[config.mk]
export PLATFORM = sky130hd
export DESIGN_NAME = evq_top
export DESIGN_NICKNAME = d
export VERILOG_FILES = /design/src/rtl/evq_pkg.sv /design/src/rtl/evq_counters.sv /design/src/rtl/evq_fifo.sv /design/src/rtl/evq_reader.sv /design/src/rtl/evq_top.sv
export SDC_FILE = /design/constraint.sdc
export NUM_CORES = 1
export LEC_CHECK = 0
export ABC_AREA = 1
export BUFFER_PORTS_ARGS = -buffer_cell sky130_fd_sc_hd__buf_2
export CORE_MARGIN = 3
export CORE_UTILIZATION = 61
export DETAILED_ROUTE_END_ITERATION = 6
export PLACE_DENSITY = 0.8
export RECOVER_POWER = 100
export SLEW_MARGIN = 0
export SYNTH_ARGS = -nofsm -noshare
export SYNTH_HDL_FRONTEND = slang
export SYNTH_HIERARCHICAL = 1
export SYNTH_SLANG_ARGS = --single-unit
export TNS_END_PERCENT = 20
[constraint.sdc]
create_clock -name clk -period 4.67 [get_ports clk]
set_clock_uncertainty 0.2 [all_clocks]
set_input_delay 0.467 -clock clk [delete_from_list [all_inputs] [get_ports clk]]
set_output_delay 0.467 -clock clk [all_outputs]
set_load 0.03 [all_outputs]
[src/rtl/evq_pkg.sv]
package evq_pkg;
    localparam int EVT_W  = 24;
    localparam int EPO_W  = 8;
    localparam int ID_W   = EVT_W + EPO_W;
    localparam int HALF_W = ID_W / 2;
    localparam int HI_EVT = HALF_W - EPO_W;

    typedef enum logic {
        RD_WAIT_LO = 1'b0,
        RD_WAIT_HI = 1'b1
    } rd_state_t;
endpackage

[src/rtl/evq_counters.sv]
module evq_counters
    import evq_pkg::*;
(
    input  logic             clk,
    input  logic             rst_n,
    input  logic             trig_i,
    input  logic             ecr_i,
    input  logic             evt_clr_i,
    input  logic             epoch_clr_i,
    output logic [ID_W-1:0]  cur_id_o,
    output logic             push_o,
    output logic [ID_W-1:0]  push_id_o
);
    localparam logic [EVT_W-1:0] EVT_RESTART = '1;

    logic [EVT_W-1:0] evt_q, evt_d, evt_inc;
    logic [EPO_W-1:0] epo_q, epo_d;
    logic             evt_restart;

    always_comb begin
        evt_restart = ecr_i | evt_clr_i;
        evt_inc     = evt_q + 1'b1;
        push_o      = trig_i & ~evt_restart;
        push_id_o   = {epo_q, evt_inc};

        evt_d = evt_q;
        if (evt_restart) begin
            evt_d = EVT_RESTART;
        end else if (trig_i) begin
            evt_d = evt_inc;
        end

        epo_d = epo_q;
        if (epoch_clr_i) begin
            epo_d = '0;
        end else if (ecr_i) begin
            epo_d = epo_q + 1'b1;
        end
    end

    always_ff @(posedge clk) begin
        if (!rst_n) begin
            evt_q <= EVT_RESTART;
            epo_q <= '0;
        end else begin
            evt_q <= evt_d;
            epo_q <= epo_d;
        end
    end

    assign cur_id_o = {epo_q, evt_q};
endmodule

[src/rtl/evq_fifo.sv]
module evq_fifo #(
    parameter int DEPTH = 8,
    parameter int W     = 32,
    localparam int PTR_W = (DEPTH > 1) ? $clog2(DEPTH) : 1,
    localparam int CNT_W = $clog2(DEPTH + 1)
) (
    input  logic             clk,
    input  logic             rst_n,
    input  logic             clr_i,
    input  logic             push_i,
    input  logic [W-1:0]     din_i,
    input  logic             pop_i,
    output logic [W-1:0]     head_o,
    output logic [CNT_W-1:0] count_o,
    output logic             empty_o,
    output logic             full_o,
    output logic             drop_o
);
    localparam bit                IS_POW2 = (DEPTH & (DEPTH - 1)) == 0;
    localparam logic [PTR_W-1:0]  LAST    = PTR_W'(DEPTH - 1);
    localparam logic [CNT_W-1:0]  FULL_N  = CNT_W'(DEPTH);

    logic [W-1:0]     mem [DEPTH];
    logic [PTR_W-1:0] wr_ptr, rd_ptr, wr_nxt, rd_nxt;
    logic [CNT_W-1:0] count_q;
    logic             do_push, do_pop;

    generate
        if (IS_POW2) begin : g_wrap_free
            assign wr_nxt = wr_ptr + 1'b1;
            assign rd_nxt = rd_ptr + 1'b1;
        end else begin : g_wrap_cmp
            assign wr_nxt = (wr_ptr == LAST) ? '0 : wr_ptr + 1'b1;
            assign rd_nxt = (rd_ptr == LAST) ? '0 : rd_ptr + 1'b1;
        end
    endgenerate

    always_comb begin
        empty_o = (count_q == '0);
        full_o  = (count_q == FULL_N);
        do_push = push_i & ~full_o & ~clr_i;
        do_pop  = pop_i & ~empty_o & ~clr_i;
        drop_o  = push_i & full_o & ~clr_i;
        head_o  = mem[rd_ptr];
        count_o = count_q;
    end

    always_ff @(posedge clk) begin
        if (do_push) begin
            mem[wr_ptr] <= din_i;
        end
    end

    always_ff @(posedge clk) begin
        if (!rst_n || clr_i) begin
            wr_ptr  <= '0;
            rd_ptr  <= '0;
            count_q <= '0;
        end else begin
            if (do_push) wr_ptr <= wr_nxt;
            if (do_pop)  rd_ptr <= rd_nxt;
            case ({do_push, do_pop})
                2'b10:   count_q <= count_q + 1'b1;
                2'b01:   count_q <= count_q - 1'b1;
                default: count_q <= count_q;
            endcase
        end
    end
endmodule

[src/rtl/evq_reader.sv]
module evq_reader
    import evq_pkg::*;
(
    input  logic              clk,
    input  logic              rst_n,
    input  logic              clr_i,
    input  logic              rd_lo_i,
    input  logic              rd_hi_i,
    input  logic              empty_i,
    input  logic [ID_W-1:0]   head_i,
    output logic              pop_o,
    output logic              underflow_o,
    output logic [HALF_W-1:0] rd_data_o,
    output rd_state_t         state_o
);
    rd_state_t   state_q, state_d;
    logic        hi_sel;

    assign hi_sel = rd_hi_i & ~rd_lo_i;

    always_comb begin
        state_d = state_q;
        pop_o   = 1'b0;
        unique case (state_q)
            RD_WAIT_LO: begin
                if (rd_lo_i && !empty_i) state_d = RD_WAIT_HI;
            end
            RD_WAIT_HI: begin
                if (hi_sel) begin
                    state_d = RD_WAIT_LO;
                    pop_o   = ~empty_i;
                end
            end
            default: state_d = RD_WAIT_LO;
        endcase
        if (clr_i) state_d = RD_WAIT_LO;
        underflow_o = (rd_lo_i | rd_hi_i) & empty_i;
    end

    always_ff @(posedge clk) begin
        if (!rst_n) state_q <= RD_WAIT_LO;
        else        state_q <= state_d;
    end

    always_ff @(posedge clk) begin
        if (!rst_n) begin
            rd_data_o <= '0;
        end else if (rd_lo_i) begin
            rd_data_o <= empty_i ? '0 : head_i[HALF_W-1:0];
        end else if (rd_hi_i) begin
            rd_data_o <= empty_i ? '0 : head_i[ID_W-1:HALF_W];
        end
    end

    assign state_o = state_q;
endmodule

[src/rtl/evq_top.sv]
module evq_top
    import evq_pkg::*;
#(
    parameter int DEPTH = 8
) (
    input  logic        clk,
    input  logic        rst_n,
    input  logic        trig_i,
    input  logic        ecr_i,
    input  logic        evt_clr_i,
    input  logic        epoch_clr_i,
    input  logic        fifo_clr_i,
    input  logic        rd_lo_i,
    input  logic        rd_hi_i,
    output logic [31:0] cur_id_o,
    output logic [3:0]  led_o,
    output logic [15:0] rd_data_o,
    output logic [15:0] status_o
);
    localparam int CNT_W = $clog2(DEPTH + 1);

    logic [ID_W-1:0]  push_id, head;
    logic             push, pop, empty, full, drop, udf_evt;
    logic             ovf_q, udf_q;
    logic [CNT_W-1:0] count;
    rd_state_t        rd_state;

    evq_counters u_cnt (
        .clk(clk), .rst_n(rst_n), .trig_i(trig_i), .ecr_i(ecr_i),
        .evt_clr_i(evt_clr_i), .epoch_clr_i(epoch_clr_i),
        .cur_id_o(cur_id_o), .push_o(push), .push_id_o(push_id)
    );

    evq_fifo #(.DEPTH(DEPTH), .W(ID_W)) u_fifo (
        .clk(clk), .rst_n(rst_n), .clr_i(fifo_clr_i), .push_i(push),
        .din_i(push_id), .pop_i(pop), .head_o(head), .count_o(count),
        .empty_o(empty), .full_o(full), .drop_o(drop)
    );

    evq_reader u_rd (
        .clk(clk), .rst_n(rst_n), .clr_i(fifo_clr_i), .rd_lo_i(rd_lo_i),
        .rd_hi_i(rd_hi_i), .empty_i(empty), .head_i(head), .pop_o(pop),
        .underflow_o(udf_evt), .rd_data_o(rd_data_o), .state_o(rd_state)
    );

    always_ff @(posedge clk) begin
        if (!rst_n || fifo_clr_i) begin
            ovf_q <= 1'b0;
            udf_q <= 1'b0;
        end else begin
            ovf_q <= ovf_q | drop;
            udf_q <= udf_q | udf_evt;
        end
    end

    always_comb begin
        status_o       = '0;
        status_o[0]    = empty;
        status_o[1]    = full;
        status_o[2]    = ovf_q;
        status_o[3]    = udf_q;
        status_o[4]    = (rd_state == RD_WAIT_HI);
        status_o[15:8] = 8'(count);
        led_o          = cur_id_o[3:0];
    end
endmodule

==> reports/results.ini, run 1 <==
[run_status]
status=finished, violations left
violations=max-capacitance violations, max-slew violations

[layout]
nets=1337
drive_above_1_share_pct=6.914
final_core_utilization_pct=68.10
multi_input_area_sq_um=3875
diodes=0
final_cell_area_sq_um=15000
final-seq-area_sq_um=8976
layout-area-overhead-vs-synth_pct=8.923
fillers=1591

[pwr]
power_leakage_nw=5.516
ir_drop_mv=0.3007
power_density_nw_per_um2=404.3

[clock_tree]
cts.reportedPaths.clkPinSlew_ns=0.06
cts_root_buffer=clkbuf_16
clockBufferDepth=3
h-tree-depth=1
cts_inserted_buffers=31
cts_tree=built
cts_resized=0
clock_sinks=320
clkLatencyLatePin_ns=0.55

[logic_synthesis]
synth.distinct_cells=42
synth_area_per_cell_sq_um=10.75
ys_seq_area_share_pct=65.13
synth_warnings=6
postSynth.asyncResetShare_pct=0
synth_top_family_by_area=simple AND/OR/NAND/NOR gates
syn_inst=1281
synth-xor-area-share_pct=1.118
synthMuxAreaShare_pct=2.326
yosys.area_share.simple_pct=15.95
synthFlopType=edfxtp_1
synth_edf_count=256
synthAdderAreaFrac_pct=0.6360
ys_ff_latch=320
synth-compound-area-share_pct=8.532
synth_area_sq_um=13770

[sta]
period_needed_ns=3.758
worst_pin_slew_ns=2.230
slew_violations=139
setup_tns_ns=0
rsz0062_at_grt=false
hold_violations=0
min_period_over_period_pct=80.47
slew-limit-headroom_pct=-48.86
setup_viol=0
finalWorstSetupSlack_ns=0.9119
max_freq_mhz=266.1

[setup_path]
arrival_ns=4.06
crit_chain=inv_1 -> buf_4 -> nor2_1 -> o21ai_0 -> nand2_1 -> nand2_1 -> nand2_1 -> nand3_1 -> nand2_1 -> inv_1
crit_type=register to register
rr_worst_depth=10
reg2reg_to=u_rd/rd_data_o[8]
r2r_setup_slack_ns=0.91
cp_slowest_cell=inv_1
worst_setup_path_start_kind=register
max_stage_delay_ns=1.68
worst-path-max-fanout=68
setup.worst_path.end_class=register
critPathRequiredTime_ns=4.97
cp_top_family=buffers and inverters
critPathMostFrequentCell=nand2_1
critical_path_buf_inv_count=3
crit_cells=10

[die]
num_rows=54
dieArea_sq_um=24410
die_height_microns=156.3
die_x_microns=156.3
core_sq_um=22030
start_util_pct=62.52
io_pins=77

[routing]
drc_errors=0
ant_nets=0
wl_per_cell_microns=18.59
routed_via_density=5.794
route.vias.total=9415
wl_microns=30210
drt_pass1_iterations=5
first_iter_violations=950

[grt]
gr-total-overflow=0
grt_usage_pct=24.50
grt_pass1_wl_microns=46960
grt_antenna_before_repair=0
grt_start_max_net_pins=103
grt_pass1_vias=8858

[placement]
place_congestion=0.8689
dp_hpwl_microns=18440
dpl_cell_area_sq_um=14170
dp_slack_ns=0.8585
portBuffers=69

[worst_hold_path]
min_from=ecr_i
hold_path_end=u_cnt/epo_q[0]
hold_depth=2
hp-class=input pin to register

[job]
maxCapViolCount=2

==> final cells by class <==
| class | count | share of cell area [%] |
|---|---|---|
| flip-flops and latches | 320 | 59.84 |
| repair buffers | 84 | 2.803 |
| clock buffers | 43 | 6.006 |
| inverters | 86 | 2.152 |
| multi-input cells | 798 | 25.83 |
| clock inverters | 14 | 1.026 |
| well taps | 280 | 2.336 |
==> per-stage QoR <==
| stage | instances | hold slack [ns] | total power, mW |
|---|---|---|---|
| after floorplan | 1287 | 0.2502 | 3.508 |
| after global placement | 1567 | 0.2573 | 3.603 |
| after detailed placement | 1567 | 0.2651 | 3.616 |
| after CTS | 1625 | 0.02261 | 6.116 |
| after global routing | 1625 | 0.04572 | 6.245 |
| final | 1625 | 0.03010 | 6.064 |
==> synth_stat cells (6+ instances only) <==
cell type  instances  area share [%]
o22ai_1           32             1.5
o21ai_1           22            0.80
clkbuf_1          20            0.55
xnor2_1            7            0.45
nand2_1          242             6.6
nand3_1           54             2.0
dfxtp_1           64             9.3
ha_1               7            0.64
inv_1             81             2.2
edfxtp_1         256              56
mux2i_1           32             2.3
buf_6              8            0.65
buf_4             27             1.5
a21oi_1           52             1.9
buf_2             16            0.58
nor3_1             6            0.22
nor2_4             6            0.49
nor2_1           172             4.7
o21ai_0          116             4.2
==> worst register-to-register path: cells and delay by family (launching register included) <==
kind | cells | cell delay, ns
AND/OR/NAND/NOR | 6 | 0.50
AO/OA/AOI/OAI | 1 | 0.22
buffers and inverters | 3 | 2.21
flip-flops | 1 | 0.58
==> layout by cell type (no fill, tap or decap), types with 14 or more instances in the layout <==
cell       synthesis  layout
clkbuf_16          0      31
o21ai_0          116     124
nand3_1           54      55
o21ai_1           22      14
clkbuf_1          20      66
nor2_1           172     174
nand2_1          242     245
o22ai_1           32      32
a21oi_1           52      52
mux2i_1           32      32
inv_1             81      84
dfxtp_1           64      62
edfxtp_1         256     256
==> state kept, by name, summed over array words and instances (netlist names), named ones only <==
register	count
ovf_q	1
u_cnt/evt_q	24
u_rd/state_o	1
u_fifo/rd_ptr	3
u_cnt/epo_q	8
u_fifo/mem	256
u_fifo/count_o	4
udf_q	1
u_rd/rd_data_o	16
u_fifo/wr_ptr	3
==> power by group <==
group	switching, mW	internal (mW)
registers	0.0200	3.16
clock network	1.02	1.51
logic	0.280	0.0753
total	1.32	4.74
==> layer usage <==
| metal | part of all wire, % | up-vias | GRT usage (%) |
|---|---|---|---|
| met3 | 9.2 | 58 | 4.065 |
| met2 | 46 | 499 | 38.99 |
| met4 | 2.4 | 0 | 7.878 |
| li1 | - | 4443 | - |
| met1 | 42 | 4415 | 35.08 |
| met5 | 0 | - | 0 |
==> how the worst max path moves through the flow <==
stage	startpoint	to	slack [ns]
global route	register	u_rd/rd_data_o[3]	0.60
global placement	trig_i	u_fifo/mem[4][31]	0.97
finish	register	u_rd/rd_data_o[8]	0.91
floorplan	trig_i	u_fifo/mem[0][0]	0.98
detailed placement	trig_i	u_fifo/mem[4][31]	0.86
CTS	trig_i	u_fifo/mem[4][2]	1.45
==> what timing repair did <==
action                                 in CTS  in global routing
endpoints found under the hold margin       2                  0
setup buffers                               0                  0
hold buffers                                1                  0
==> cells by family (layout without fill, tap and decap cells) <==
family                     after synthesis  in the layout
and+or+nand+nor                        512            512
DFF                                    320            320
AOI/OAI and AO/OA                      225            225
buffers and inverters                  169            227
muxes                                   32             32
xor gates and xnor gates                15             15
adders and majority gates                7              7
other                                    1              7
(Power assumes the default switching activity.)
==> run 2: changes to the inputs <==
CORE_UTILIZATION = 55   (was 61)
PLACE_DENSITY = 0.76   (was 0.8)
clock period = 3.1 ns   (was 4.67 ns; I/O delays follow)
==> run 2 against run 1 <==
Combinational power is 51% higher. The run now ends clean. Utilization down 5.8 points. Power up 51%. Sequential share of layout area fell by 0.97 points. First-iteration DRC count fell by 8.0%. Worst hold slack gained 0.024 ns. Routed wire length up 0.43%. Via count increased by 0.15%. Global-route usage decreased by 1.8 points. Count of clock-buffer cells in the layout is 11 lower. Final cell count rose by 3.8%.
==> reports/results.ini, run 2 (synthesis results as in run 1) <==
[routing]
drc_errors=0
wl_per_cell_microns=17.99
first_iter_violations=874
routed_via_density=5.589
route.vias.total=9429
wl_microns=30340
ant_nets=0
drt_pass1_iterations=5

[clock_tree]
cts_inserted_buffers=31
cts.reportedPaths.clkPinSlew_ns=0.07
clock_sinks=320
cts_tree=built
clockBufferDepth=3
cts_root_buffer=clkbuf_16
h-tree-depth=1
clkLatencyLatePin_ns=0.57

[layout]
largest_register=u_fifo/mem
largest_register_ffs=256
nets=1354
layout_common_cells=256 x edfxtp_1, 245 x nand2_1, 170 x nor2_1
final_core_utilization_pct=62.31
final_cell_area_sq_um=15240
layout-area-overhead-vs-synth_pct=10.68
reg_top3=u_fifo/mem (256), u_cnt/evt_q (24), u_rd/rd_data_o (16)
layout_commonest_cell=edfxtp_1
diodes=0
drive_above_1_share_pct=7.704
final_cells=1687

[worst_hold_path]
hp-class=input pin to register

[die]
num_rows=57
die_height_microns=164.2
dieArea_sq_um=26970
io_pins=77
start_util_pct=56.29
core_sq_um=24460
die_x_microns=164.2

[placement]
place_congestion=0.8038
dpl_cell_area_sq_um=14350
place_inst=1620
dp_slack_ns=0.3242
dp_hpwl_microns=18230
portBuffers=69

[sta]
worst_pin_slew_ns=0.8627
setup_tns_ns=0
slew-limit-headroom_pct=42.07
rsz0062_at_grt=false
finalWorstSetupSlack_ns=0.2145
whs_ns=0.05449
slew_violations=0
min_period_over_period_pct=93.08
setup_viol=0
hold_violations=0
period_needed_ns=2.885
max_freq_mhz=346.6

[setup_path]
worst-path-max-fanout=32
arrival_ns=2.89
worst_setup_path_start_kind=input pin
critPathRequiredTime_ns=3.10
setup.worst_path.end_class=register
crit_type=input pin to register

[grt]
grt_usage_pct=22.75
grt_pass1_vias=8930
grt_start_max_net_pins=97
grt_pass1_wl_microns=47530
gr-total-overflow=0
grt_antenna_before_repair=2

[pwr]
total_power_mw=9.171
ir_drop_mv=0.5463
power_density_nw_per_um2=601.7
power_leakage_nw=5.600

[job]
maxCapViolCount=0

[run_status]
status=completed

[run 2: cell count changes in the layout (fill, tap and decap cells not counted), sizes merged]
cell	before	now
clkbuf	110	108
clkinv	9	13
clkinvlp	3	5
dlygate4sd3	1	9
inv	85	90
bufinv	3	4
[run 2: area by class of cell]
class	instances	area [sq um]
fill	1923	9220
sequential	320	8974
multi-input combinational	798	3919
clock buffer	32	779.5
timing repair buffer	101	553.0
tap	324	405.4
inverter	86	322.8
clock inverter	26	289.0
[run 2: routing by layer]
| metal | vias to the layer above | GRT usage [%] | share of wire (%) |
|---|---|---|---|
| met5 | - | 0 | 0.089 |
| met4 | 4 | 7.036 | 2.4 |
| met3 | 61 | 4.338 | 9.2 |
| met2 | 408 | 37.13 | 47 |
| met1 | 4475 | 31.13 | 41 |
| li1 | 4481 | - | - |
[run 2: worst paths after layout]
kind                                   startpoint           endpoint  slack [ns]  cells after the start
worst min-delay path                       trig_i     u_cnt/evt_q[4]        0.05                      4
worst max register to register  u_fifo/count_o[1]  u_fifo/count_o[2]        0.30                     16
worst min register to register              ovf_q              ovf_q        0.28                      2
worst max-delay path                        ecr_i  u_fifo/mem[6][22]        0.21                      9
[run 2: repair_timing]
item	CTS	global route
gates resized for setup	0	0
setup buffers	0	0
endpoints found under the hold margin	19	0
hold buffers	9	0
[run 2: where the power goes]
| part | total, mW | internal [mW] | switching, mW | leakage [nW] |
|---|---|---|---|---|
| Sequential | 4.79 | 4.76 | 0.0289 | 2.78 |
| Clock | 3.85 | 2.20 | 1.64 | 0.506 |
| Combinational | 0.535 | 0.121 | 0.414 | 2.32 |
[run 2: worst max-delay path: stages]
cell,delay [ns]
dlygate4sd3_1,0.53
clkbuf_1,0.20
nor3_1,0.30
inv_1,0.11
nor2_1,0.10
nand2_1,0.17
or2_0,0.48
nor2_4,0.15
clkbuf_4,0.53
==> run 3: changes to the inputs <==
CORE_UTILIZATION = 57   (was 55)
CTS_BUF_LIST = sky130_fd_sc_hd__clkbuf_8   (was default)
HOLD_SLACK_MARGIN = 0.06   (was default)
PLACE_DENSITY = 0.78   (was 0.76)
==> run 3 against run 2 <==
Via count grew 1.6%. Routed wire length grew 0.43%. Final cell count grew 2.0%. Non-clock buffer count grew 4. Critical path depth grew 7. Global-route usage grew 0.41 points. Design area shrank 0.24%. Power shrank 3.9%. Worst hold slack gained 0.069 ns. Sequential power is essentially flat. Largest cell class unchanged. Largest power group unchanged.
==> reports/results.ini, run 3 (synthesis results as in run 1) <==
[run_status]
status=completed

[pwr]
power.switching_mw=2.024
ir_drop_mv=0.6784
p_seq_share_pct=54.4
switching_share_pct=22.97
power_leakage_nw=5.703
intPower_mw=6.789
comb_power_share_pct=6.2
clockPowerShare_pct=39.4
power_density_nw_per_um2=579.6

[routing]
route.vias.total=9578
wl_microns=30470
routed_via_density=5.565
wl_per_cell_microns=17.71
drt_pass1_iterations=5
first_iter_violations=1100
drc_errors=0
ant_nets=0

[worst_hold_path]
hold_path_end=u_rd/rd_data_o[8]
min_from=rd_lo_i
hold_depth=5
hp-class=input pin to register

[setup_path]
crit_type=register to register
rr_worst_depth=16
critPathRequiredTime_ns=3.36
reg2reg_to=u_fifo/count_o[2]
cp_slowest_cell=dfxtp_1
worst_setup_path_start_kind=register
setup.worst_path.end_class=register
r2r_setup_slack_ns=0.19
max_stage_delay_ns=0.41
regToRegStartpoint=u_fifo/count_o[1]
arrival_ns=3.17
worst-path-max-fanout=17
crit_chain=nor2_1 -> nand3_1 -> inv_1 -> nor2_8 -> and3_1 -> nand2_1 -> nor2_2 -> ha_1 -> nand2_1 -> inv_1 -> nor2_1 -> ha_1 -> a21oi_1 -> xnor2_1 -> o21ai_0 -> inv_1
critPathMostFrequentCell=inv_1

[sta]
finalWorstSetupSlack_ns=0.1886
hold_violations=0
setup_tns_ns=0
worst_pin_slew_ns=1.285
period_needed_ns=2.911
setup_viol=0
rsz0062_at_grt=false
slew_violations=0
min_period_over_period_pct=93.92
max_freq_mhz=343.5
whs_ns=0.1236
slew-limit-headroom_pct=14.33

[clock_tree]
clock_sinks=320
cts_inserted_buffers=50
h-tree-depth=2
cts.reportedPaths.clkPinSlew_ns=0.06
clkLatencyLatePin_ns=0.57
cts_setup_buffers=0
cts_tree=built
cts_root_buffer=clkbuf_8
clockBufferDepth=3

[grt]
grt_usage_pct=23.15
gr-total-overflow=0
grt_pass1_wl_microns=47820
grt_antenna_before_repair=0
grt_pass1_vias=9104
grt_start_max_net_pins=76

[placement]
portBuffers=69
place_inst=1614
dp_slack_ns=0.1230
place_congestion=0.9156
dp_hpwl_microns=18150

[die]
core_sq_um=23610
die_height_microns=161.4
die_x_microns=161.4
start_util_pct=58.32
num_rows=56
dieArea_sq_um=26060
io_pins=77

[job]
maxCapViolCount=0

[layout]
largest_register=u_fifo/mem
final_cells=1721
drive_above_1_share_pct=8.702
reg_top3=u_fifo/mem (256), u_cnt/evt_q (24), u_rd/rd_data_o (16)
layout-area-overhead-vs-synth_pct=10.42
layout_common_cells=256 x edfxtp_1, 246 x nand2_1, 169 x nor2_1
diodes=0
nets=1377
layout_commonest_cell=edfxtp_1
largest_register_ffs=256

==> run 3: area by class of cell <==
class,count,area (sq um)
clock buffers,59,812.0
fillers,1831,8407
inverters,86,322.8
flip-flops and latches,320,8972
well taps,319,399.1
repair buffers,105,584.3
clock inverters,34,196.4
multi-input cells,798,3919
==> run 3: power by group through the flow <==
stage	clock network, mW	registers, mW	logic (mW)
floorplan	0	4.92	0.368
global placement	0	4.88	0.546
detailed placement	0	4.88	0.566
CTS	3.55	4.79	0.580
global route	3.75	4.80	0.603
finish	3.47	4.79	0.546
==> run 3: worst max path at each step <==
stage	from	endpoint	slack [ns]	cells after the start
floorplan	trig_i	u_fifo/mem[0][0]	-0.43	9
global placement	u_fifo/count_o[1]	u_fifo/count_o[2]	0.30	16
detailed placement	u_fifo/count_o[1]	u_fifo/count_o[2]	0.12	16
CTS	u_fifo/count_o[1]	u_fifo/count_o[2]	0.11	16
global route	rst_n	u_cnt/evt_q[16]	0.03	7
finish	u_fifo/count_o[1]	u_fifo/count_o[2]	0.19	16
==> run 3: metrics by stage <==
step	total power, mW	utilization, %	instance area (sq um)
after floorplan	5.284	-	13790
after global placement	5.425	60.68	14330
after detailed placement	5.448	60.68	14330
after CTS	8.918	65.54	15480
after global routing	9.149	64.40	15210
final	8.813	64.40	15210
==> run 3: repair_timing <==
action | in CTS | in global routing
endpoints found under the setup margin | 0 | 1
hold buffers | 14 | 0
hold endpoints to repair | 60 | 0
resized for setup | 0 | 1
==> run 3: critical path, delay by kind of cell, from the launching register on <==
| family | cells | cell delay [ns] |
|---|---|---|
| and+or+nand+nor | 8 | 1.08 |
| AOI/OAI and AO/OA | 2 | 0.29 |
| buffers and inverters | 3 | 0.27 |
| adders and majority gates | 2 | 0.44 |
| DFF | 1 | 0.41 |
| xor gates and xnor gates | 1 | 0.10 |
==> run 3: metal layers <==
layer,vias up,GRT usage (%),wire [microns]
met5,-,0,0
met4,0,6.961,636
met3,66,4.642,2690
met2,421,37.76,14200
met1,4557,31.82,12940
li1,4534,-,-
